--- src/rtl/tac_pkg.sv ---
package tac_pkg;

    typedef enum logic [2:0] {
        ST_IDLE,
        ST_FETCH,
        ST_LOAD,
        ST_READ,
        ST_ISSUE,
        ST_WAIT,
        ST_WRITE,
        ST_DONE
    } seq_state_e;

endpackage

--- src/rtl/tac_field_split.sv ---
module tac_field_split #(
    parameter int AW  = 6,
    parameter int OPW = 3
) (
    input  logic [OPW+3*AW:0] word_i,
    output logic              blk_o,
    output logic [OPW-1:0]    op_o,
    output logic [AW-1:0]     a_o,
    output logic [AW-1:0]     b_o,
    output logic [AW-1:0]     c_o,
    output logic              halt_o
);
    // field positions, destination at the least significant end
    assign c_o    = word_i[AW-1:0];
    assign b_o    = word_i[2*AW-1:AW];
    assign a_o    = word_i[3*AW-1:2*AW];
    assign op_o   = word_i[3*AW+OPW-1:3*AW];
    assign blk_o  = word_i[OPW+3*AW];
    assign halt_o = &op_o;
endmodule

--- src/rtl/tac_addr_walk.sv ---
module tac_addr_walk #(
    parameter int AW      = 6,
    parameter int BLK_LEN = 18
) (
    input  logic          clk,
    input  logic          rst_n,
    input  logic          clear_i,
    input  logic          advance_i,
    input  logic          blk_i,
    input  logic [AW-1:0] a_i,
    input  logic [AW-1:0] b_i,
    input  logic [AW-1:0] c_i,
    output logic [AW-1:0] raddr_a_o,
    output logic [AW-1:0] raddr_b_o,
    output logic [AW-1:0] waddr_o,
    output logic          last_o
);
    localparam int IDXW = $clog2(BLK_LEN + 1);
    localparam logic [IDXW-1:0] IDX_LAST = IDXW'(BLK_LEN - 1);

    logic [IDXW-1:0] idx_q;
    logic [AW-1:0]   offs;

    assign offs      = AW'(idx_q);
    assign raddr_a_o = a_i + offs;
    assign raddr_b_o = b_i + offs;
    assign waddr_o   = c_i + offs;
    assign last_o    = !blk_i || (idx_q == IDX_LAST);

    always_ff @(posedge clk or negedge rst_n) begin
        if (!rst_n) begin
            idx_q <= '0;
        end else if (clear_i) begin
            idx_q <= '0;
        end else if (advance_i && !last_o) begin
            idx_q <= idx_q + IDXW'(1);
        end
    end

    // the next entry of a block reads one word further on
    p_block_step_r5: assert property (@(posedge clk) disable iff (!rst_n)
        (advance_i && !last_o) |=> (raddr_a_o == $past(raddr_a_o) + AW'(1)))
        else $error("p_block_step_r5");
endmodule

--- src/rtl/tac_ctrl_fsm.sv ---
module tac_ctrl_fsm
    import tac_pkg::*;
#(
    parameter int AW  = 6,
    parameter int OPW = 3,
    parameter int DW  = 16,
    parameter int PCW = 4
) (
    input  logic                clk,
    input  logic                rst_n,
    input  logic                start_i,
    input  logic [OPW+3*AW:0]   imem_rdata_i,
    input  logic                halt_i,
    input  logic                last_i,
    input  logic                ex_done_i,
    input  logic [DW-1:0]       ex_result_i,
    output logic [PCW-1:0]      pc_o,
    output logic [OPW+3*AW:0]   instr_o,
    output logic                clear_o,
    output logic                advance_o,
    output logic                ex_start_o,
    output logic                dmem_we_o,
    output logic [DW-1:0]       dmem_wdata_o,
    output logic                busy_o,
    output logic                finished_o
);
    localparam logic [PCW-1:0] PC_LAST = {PCW{1'b1}};

    seq_state_e           state_q, state_d;
    logic [PCW-1:0]       pc_q;
    logic [OPW+3*AW:0]    instr_q;
    logic [DW-1:0]        res_q;
    logic                 idle_like;

    assign idle_like = (state_q == ST_IDLE) || (state_q == ST_DONE);

    // next-state logic
    always_comb begin
        state_d = state_q;
        unique case (state_q)
            ST_IDLE:  if (start_i) state_d = ST_FETCH;
            ST_FETCH: state_d = ST_LOAD;
            ST_LOAD:  state_d = ST_READ;
            ST_READ:  state_d = halt_i ? ST_DONE : ST_ISSUE;
            ST_ISSUE: state_d = ST_WAIT;
            ST_WAIT:  if (ex_done_i) state_d = ST_WRITE;
            ST_WRITE: begin
                if (!last_i)              state_d = ST_READ;
                else if (pc_q == PC_LAST) state_d = ST_DONE;
                else                      state_d = ST_FETCH;
            end
            ST_DONE:  if (start_i) state_d = ST_FETCH;
            default:  state_d = ST_IDLE;
        endcase
    end

    // state register
    always_ff @(posedge clk or negedge rst_n) begin
        if (!rst_n) state_q <= ST_IDLE;
        else        state_q <= state_d;
    end

    // datapath registers
    always_ff @(posedge clk or negedge rst_n) begin
        if (!rst_n) begin
            pc_q    <= '0;
            instr_q <= '0;
            res_q   <= '0;
        end else begin
            if (idle_like && start_i)
                pc_q <= '0;
            else if (state_q == ST_WRITE && last_i && pc_q != PC_LAST)
                pc_q <= pc_q + PCW'(1);
            if (state_q == ST_LOAD)
                instr_q <= imem_rdata_i;
            if (state_q == ST_WAIT && ex_done_i)
                res_q <= ex_result_i;
        end
    end

    // outputs
    always_comb begin
        pc_o         = pc_q;
        instr_o      = instr_q;
        dmem_wdata_o = res_q;
        clear_o      = (state_q == ST_LOAD);
        advance_o    = (state_q == ST_WRITE);
        ex_start_o   = (state_q == ST_ISSUE);
        dmem_we_o    = (state_q == ST_WRITE);
        busy_o       = !idle_like;
        finished_o   = (state_q == ST_DONE);
    end

    // checker state: one start is awaiting its done
    logic pend_q;
    always_ff @(posedge clk or negedge rst_n) begin
        if (!rst_n)          pend_q <= 1'b0;
        else if (ex_start_o) pend_q <= 1'b1;
        else if (ex_done_i)  pend_q <= 1'b0;
    end

    // quiet outputs during reset
    always @(posedge clk) begin
        if (!rst_n) begin
            p_reset_quiet_r1: assert (!busy_o && !finished_o && !ex_start_o && !dmem_we_o)
                else $error("p_reset_quiet_r1");
        end
    end

    // at most one operation outstanding
    p_single_issue_r6: assert property (@(posedge clk) disable iff (!rst_n)
        ex_start_o |-> !pend_q)
        else $error("p_single_issue_r6");

    // a write follows a done pulse
    p_write_after_done_r7: assert property (@(posedge clk) disable iff (!rst_n)
        dmem_we_o |-> $past(ex_done_i))
        else $error("p_write_after_done_r7");

    // nothing moves once finished
    p_finished_quiet_r8: assert property (@(posedge clk) disable iff (!rst_n)
        finished_o |-> (!ex_start_o && !dmem_we_o))
        else $error("p_finished_quiet_r8");

    // the program counter only steps up by one or restarts at zero
    p_pc_order_r3: assert property (@(posedge clk) disable iff (!rst_n)
        !$stable(pc_o) |-> (pc_o == $past(pc_o) + PCW'(1) || pc_o == '0))
        else $error("p_pc_order_r3");
endmodule

--- src/rtl/tac_seq.sv ---
module tac_seq #(
    parameter int AW      = 6,
    parameter int OPW     = 3,
    parameter int DW      = 16,
    parameter int PCW     = 4,
    parameter int BLK_LEN = 18
) (
    input  logic                clk,
    input  logic                rst_n,
    input  logic                start_i,
    output logic [PCW-1:0]      imem_addr_o,
    input  logic [OPW+3*AW:0]   imem_rdata_i,
    output logic [AW-1:0]       dmem_raddr_a_o,
    output logic [AW-1:0]       dmem_raddr_b_o,
    input  logic [DW-1:0]       dmem_rdata_a_i,
    input  logic [DW-1:0]       dmem_rdata_b_i,
    output logic                dmem_we_o,
    output logic [AW-1:0]       dmem_waddr_o,
    output logic [DW-1:0]       dmem_wdata_o,
    output logic                ex_start_o,
    output logic [OPW-1:0]      ex_op_o,
    output logic [DW-1:0]       ex_a_o,
    output logic [DW-1:0]       ex_b_o,
    input  logic                ex_done_i,
    input  logic [DW-1:0]       ex_result_i,
    output logic                busy_o,
    output logic                finished_o
);
    logic [OPW+3*AW:0] instr;
    logic              blk, halt, last, clear, advance;
    logic [AW-1:0]     fa, fb, fc;

    tac_field_split #(.AW(AW), .OPW(OPW)) split_i (
        .word_i (instr),
        .blk_o  (blk),
        .op_o   (ex_op_o),
        .a_o    (fa),
        .b_o    (fb),
        .c_o    (fc),
        .halt_o (halt)
    );

    tac_addr_walk #(.AW(AW), .BLK_LEN(BLK_LEN)) walk_i (
        .clk       (clk),
        .rst_n     (rst_n),
        .clear_i   (clear),
        .advance_i (advance),
        .blk_i     (blk),
        .a_i       (fa),
        .b_i       (fb),
        .c_i       (fc),
        .raddr_a_o (dmem_raddr_a_o),
        .raddr_b_o (dmem_raddr_b_o),
        .waddr_o   (dmem_waddr_o),
        .last_o    (last)
    );

    tac_ctrl_fsm #(.AW(AW), .OPW(OPW), .DW(DW), .PCW(PCW)) fsm_i (
        .clk          (clk),
        .rst_n        (rst_n),
        .start_i      (start_i),
        .imem_rdata_i (imem_rdata_i),
        .halt_i       (halt),
        .last_i       (last),
        .ex_done_i    (ex_done_i),
        .ex_result_i  (ex_result_i),
        .pc_o         (imem_addr_o),
        .instr_o      (instr),
        .clear_o      (clear),
        .advance_o    (advance),
        .ex_start_o   (ex_start_o),
        .dmem_we_o    (dmem_we_o),
        .dmem_wdata_o (dmem_wdata_o),
        .busy_o       (busy_o),
        .finished_o   (finished_o)
    );

    // operands are taken straight from the registered memory outputs
    assign ex_a_o = dmem_rdata_a_i;
    assign ex_b_o = dmem_rdata_b_i;
endmodule

--- config.mk ---
export PLATFORM = sky130hd
export DESIGN_NAME = tac_seq
export DESIGN_NICKNAME = d
export VERILOG_FILES = /design/src/rtl/tac_pkg.sv /design/src/rtl/tac_field_split.sv /design/src/rtl/tac_addr_walk.sv /design/src/rtl/tac_ctrl_fsm.sv /design/src/rtl/tac_seq.sv
export SDC_FILE = /design/constraint.sdc
export NUM_CORES = 1
export LEC_CHECK = 0
export CORE_MARGIN = 4
export CORE_UTILIZATION = 40
export CTS_CLUSTER_SIZE = 30
export DETAILED_ROUTE_END_ITERATION = 10
export PLACE_DENSITY_LB_ADDON = 0.08
export SYNTH_ARGS = -nofsm -noshare
export SYNTH_HDL_FRONTEND = slang
export SYNTH_SLANG_ARGS = --single-unit
--- constraint.sdc ---
create_clock -name clk -period 2.5 [get_ports clk]
set_input_delay 0.5 -clock clk [delete_from_list [all_inputs] [get_ports clk]]
set_output_delay 0.5 -clock clk [all_outputs]
set_load 0.05 [all_outputs]
==> flow_summary.html <==
<table>
<tr><th>Metric</th><th>Value</th></tr>
<tr><th colspan="2">Run status</th></tr>
<tr><td>Run status</td><td>complete, but fails checks</td></tr>
<tr><td>Violated checks</td><td>setup timing</td></tr>
<tr><th colspan="2">Power</th></tr>
<tr><td>Areal power density over the cells</td><td>1660 mW/mm^2</td></tr>
<tr><td>Comb power frac</td><td>0.687</td></tr>
<tr><td>Switching Fraction</td><td>0.469</td></tr>
<tr><td>Power share of the sequential group</td><td>0.235</td></tr>
<tr><td>Pleak</td><td>1.73 nW</td></tr>
<tr><td>Maximum VDD drop</td><td>743 uV</td></tr>
<tr><td>Total power</td><td>between 6 and 7 mW</td></tr>
<tr><td>Switch Pwr</td><td>3.14 mW</td></tr>
<tr><td>Internal Dissipation</td><td>3.55 mW</td></tr>
<tr><td>Clock network fraction of total power</td><td>0.079</td></tr>
<tr><th colspan="2">Clock tree</th></tr>
<tr><td>Number of buffers created by CTS</td><td>5</td></tr>
<tr><td>Clock root buffer</td><td>sky130_fd_sc_hd__clkbuf_8</td></tr>
<tr><td>Clk slew on worst S/H paths</td><td>0.10 ns</td></tr>
<tr><td>Worst skew pair latency</td><td>0.30 ns</td></tr>
<tr><td>Count of H-tree levels built during CTS</td><td>2</td></tr>
<tr><td>CTS tree</td><td>yes</td></tr>
<tr><td>Clk buf depth</td><td>2</td></tr>
<tr><td>Sink count of the clock tree</td><td>50</td></tr>
<tr><th colspan="2">Timing</th></tr>
<tr><td>Count of endpoints failing setup in the final report</td><td>4</td></tr>
<tr><td>FMAX</td><td>388 MHz</td></tr>
<tr><td>Setup repair after global routing missed its margin</td><td>yes</td></tr>
<tr><td>Fin Hold WS</td><td>between 0.2 and 0.3 ns</td></tr>
<tr><td>Worst Tran Pin Value</td><td>0.632 ns</td></tr>
<tr><td>Crit path setup slack, layout</td><td>-0.0762 ns</td></tr>
<tr><td>Largest clock skew in the final design</td><td>0.00972 ns</td></tr>
<tr><td>Post-layout minimum cycle time</td><td>2.58 ns</td></tr>
<tr><td>Slew Viols, Final</td><td>0</td></tr>
<tr><td>Summed negative setup slack over all endpoints</td><td>-0.195 ns</td></tr>
<tr><td>Max-slew headroom at the worst pin</td><td>0.579</td></tr>
<tr><td>Number of endpoints with negative hold slack in the final report</td><td>0</td></tr>
<tr><td>Fin crit share</td><td>1.03</td></tr>
<tr><th colspan="2">Final layout</th></tr>
<tr><td>Most frequent cells in the layout</td><td>sky130_fd_sc_hd__clkdlybuf4s50_1 (66), sky130_fd_sc_hd__dfrtp_1 (46), sky130_fd_sc_hd__mux2_2 (38)</td></tr>
<tr><td>Fraction of layout cells with a size suffix above 1</td><td>0.297</td></tr>
<tr><td>Net count, final</td><td>407</td></tr>
<tr><td>Post-layout utilization of the core</td><td>0.557</td></tr>
<tr><td>Final Instance Area</td><td>0.00402 sq mm</td></tr>
<tr><td>Commonest non-fill, non-tap cell in the layout</td><td>sky130_fd_sc_hd__clkdlybuf4s50_1</td></tr>
<tr><td>Antenna diodes</td><td>0</td></tr>
<tr><td># fillers</td><td>673</td></tr>
<tr><td>Number of non-filler instances in the completed layout</td><td>412</td></tr>
<tr><td>Synth-to-Final Area Change</td><td>36.3%</td></tr>
<tr><th colspan="2">Setup path</th></tr>
<tr><td>Signal arrival time at the worst endpoint</td><td>roughly 2.1 ns</td></tr>
<tr><td>Buffers plus inverters on the worst setup path</td><td>1</td></tr>
<tr><td>Delay of the slowest cell on the worst path</td><td>about 0.48 ns</td></tr>
<tr><td>Critical setup path kind</td><td>reg2out</td></tr>
<tr><td>Top delay family on crit path</td><td>adder cells</td></tr>
<tr><td>Kind of launch point of the worst setup path</td><td>flip-flop</td></tr>
<tr><td>Type of element capturing the critical path</td><td>primary output</td></tr>
<tr><td>Crit path required time</td><td>2.00 ns</td></tr>
<tr><td>Sequence of cells on the critical path</td><td>ha_2 &gt; fa_2 &gt; a21o_1 &gt; a21oi_2 &gt; xnor2_1 &gt; bufbuf_16</td></tr>
<tr><td>Slowest cell on crit path</td><td>sky130_fd_sc_hd__dfrtp_2</td></tr>
<tr><td>Highest fanout seen on the critical path</td><td>4</td></tr>
<tr><th colspan="2">Floorplanning</th></tr>
<tr><td>Die area</td><td>0.00880 sq mm</td></tr>
<tr><td>Core Area</td><td>0.00721 sq mm</td></tr>
<tr><td>Standard-cell rows</td><td>31</td></tr>
<tr><td>Starting Density</td><td>0.408</td></tr>
<tr><td>I/O Pins</td><td>approximately 150</td></tr>
<tr><td>Die height</td><td>93.8 microns</td></tr>
<tr><td>Die Span X</td><td>approximately 94 microns</td></tr>
<tr><th colspan="2">Global routing</th></tr>
<tr><td>Maximum number of pins on one net before global-route repair</td><td>between 50 and 60</td></tr>
<tr><td>Overflow left after global routing</td><td>0</td></tr>
<tr><td>Overall fraction of global-route tracks in use</td><td>0.141</td></tr>
<tr><td>Global-route wire length before repair</td><td>between 9000 and 10000 microns</td></tr>
<tr><td>Number of antenna violations at the first check in global routing</td><td>0</td></tr>
<tr><td>Vias in the first global route</td><td>2025</td></tr>
<tr><th colspan="2">Synth</th></tr>
<tr><td>Synthesis warning total</td><td>0</td></tr>
<tr><td>Post-Syn Instances</td><td>254</td></tr>
<tr><td>Number of nets in the synthesized netlist</td><td>349</td></tr>
<tr><td>Netlist area before placement</td><td>between 0.002 and 0.003 sq mm</td></tr>
<tr><td>Mean instance size in the synthesized netlist</td><td>11.6 sq um</td></tr>
<tr><td>Fraction of the yosys area taken by sequential cells</td><td>0.425</td></tr>
<tr><td>Synthesized flop and latch total</td><td>50</td></tr>
<tr><td>Count of distinct cell types in the synthesized netlist</td><td>36</td></tr>
<tr><th colspan="2">Worst hold path</th></tr>
<tr><td>HP Class</td><td>in2async</td></tr>
<tr><th colspan="2">Routing</th></tr>
<tr><td>Drt pass-1 iters</td><td>4</td></tr>
<tr><td>Number of vias after detailed routing</td><td>1992</td></tr>
<tr><td>Vias per std cell</td><td>4.83</td></tr>
<tr><td>Number of DRC markers in iteration 0</td><td>48</td></tr>
<tr><td>Routed length per instance</td><td>14.3 microns</td></tr>
<tr><td>DRT antenna net count</td><td>0</td></tr>
<tr><td>DRC errors left</td><td>0</td></tr>
<tr><td>Routed WL</td><td>5880 microns</td></tr>
<tr><th colspan="2">Placement</th></tr>
<tr><td>Placed wire-length estimate after detailed placement</td><td>~4300 microns</td></tr>
<tr><td>Dpl ws</td><td>0.139 ns</td></tr>
<tr><td>Total instance count after detailed placement</td><td>402</td></tr>
<tr><td>RD Place Congestion</td><td>0.801</td></tr>
<tr><td>Count of buffers inserted at the top-level ports</td><td>between 80 and 90</td></tr>
<tr><td>Post-detailed-placement cell area</td><td>0.00379 sq mm</td></tr>
<tr><th colspan="2">Flow run</th></tr>
<tr><td>Reported max-cap violation count</td><td>0</td></tr>
</table>
==> worst paths after layout <==
kind | depth (start not counted) | startpoint | to | slack (ns)
worst min-delay path | 2 | rst_n | fsm_i.dmem_wdata_o[6] | 0.28
max in group asynchronous | 2 | rst_n | walk_i.idx_q[3] | 1.74
worst max register to register | 7 | walk_i.idx_q[1] | fsm_i.pc_o[3] | 0.68
min in group clk | 1 | fsm_i.dmem_wdata_o[3] | fsm_i.dmem_wdata_o[3] | 0.51
worst max-delay path | 6 | walk_i.idx_q[0] | dmem_raddr_b_o[4] | -0.08
worst min register to register | 1 | fsm_i.dmem_wdata_o[3] | fsm_i.dmem_wdata_o[3] | 0.51
==> routing by layer <==
metal  global-route usage  share of wire
met5                    0              0
met4               0.0433          0.012
met3               0.0593           0.10
met2                0.224           0.47
met1                0.173           0.42
==> logic make-up (layout without fill, tap and decap cells) <==
group                    Yosys count  count (layout)  share of synthesized area
multiplexers                      42              42                      0.159
XOR/XNOR                          15              15                     0.0446
buffers and inverters             44             103                      0.105
AND/OR/NAND/NOR                   50              50                      0.102
AO/OA/AOI/OAI                     32              32                     0.0679
flip-flops                        50              50                      0.425
adder cells (fa/ha/maj)           21              21                     0.0968
==> layout make-up <==
type	count	area [sq um]	share of cell area
Clock buffer	7	96.3	0.0240
Clock inverter	1	8.76	0.00218
Inverter	5	18.8	0.00467
Multi-Input combinational cell	160	1450	0.361
Sequential cell	50	1260	0.313
Tap cell	99	124	0.0308
Timing Repair Buffer	90	1060	0.265
==> flip-flops by register name, summed over array words and instances, names as in the netlist <==
register and cells:
fsm_i.instr_o 22, fsm_i.dmem_wdata_o 16, walk_i.idx_q 5, fsm_i.pc_o 4, fsm_i.state_q 3
==> Yosys cell counts, drive strengths merged <==
cell	number	share of area
dfrtp	50	0.42
buf	38	0.098
mux2	38	0.15
ha	18	0.076
a21oi	17	0.029
nand2	14	0.018
xnor2	12	0.036
nor2	11	0.017
inv	5	0.0064
nor2b	5	0.011
a21o	4	0.010
mux2i	4	0.014
nand3	4	0.0085
nor3	4	0.0068
o21ai	4	0.0068
fa	3	0.020
nand3b	3	0.012
o211ai	3	0.0076
xor2	3	0.0089
and3	2	0.0042
nand4	2	0.0042
nor3b	2	0.0051
a211oi	1	0.0068
a21boi	1	0.0025
a31oi	1	0.0021
clkbuf	1	0.0013
nand2b	1	0.0030
nand4bb	1	0.0093
o32ai	1	0.0030
or3b	1	0.0030
==> power groups by stage <==
stage                     Combinational (mW)  Clock (mW)  Sequential [mW]
after floorplan                         2.42           0             2.04
after global routing                    4.83       0.588             1.63
after CTS                               4.60       0.551             1.56
after global placement                  4.40           0             1.56
after detailed placement                4.43           0             1.58
final                                   4.59       0.525             1.57
==> what timing repair did <==
| item | 4_1_cts | 5_1_grt |
|---|---|---|
| pin swaps | 3 | 3 |
| gates resized for setup | 14 | 7 |
| setup buffers | 2 | 0 |
| hold buffers | 0 | 0 |
| setup endpoints to repair | 8 | 7 |
Note: power is estimated with default switching activity, not from simulation.
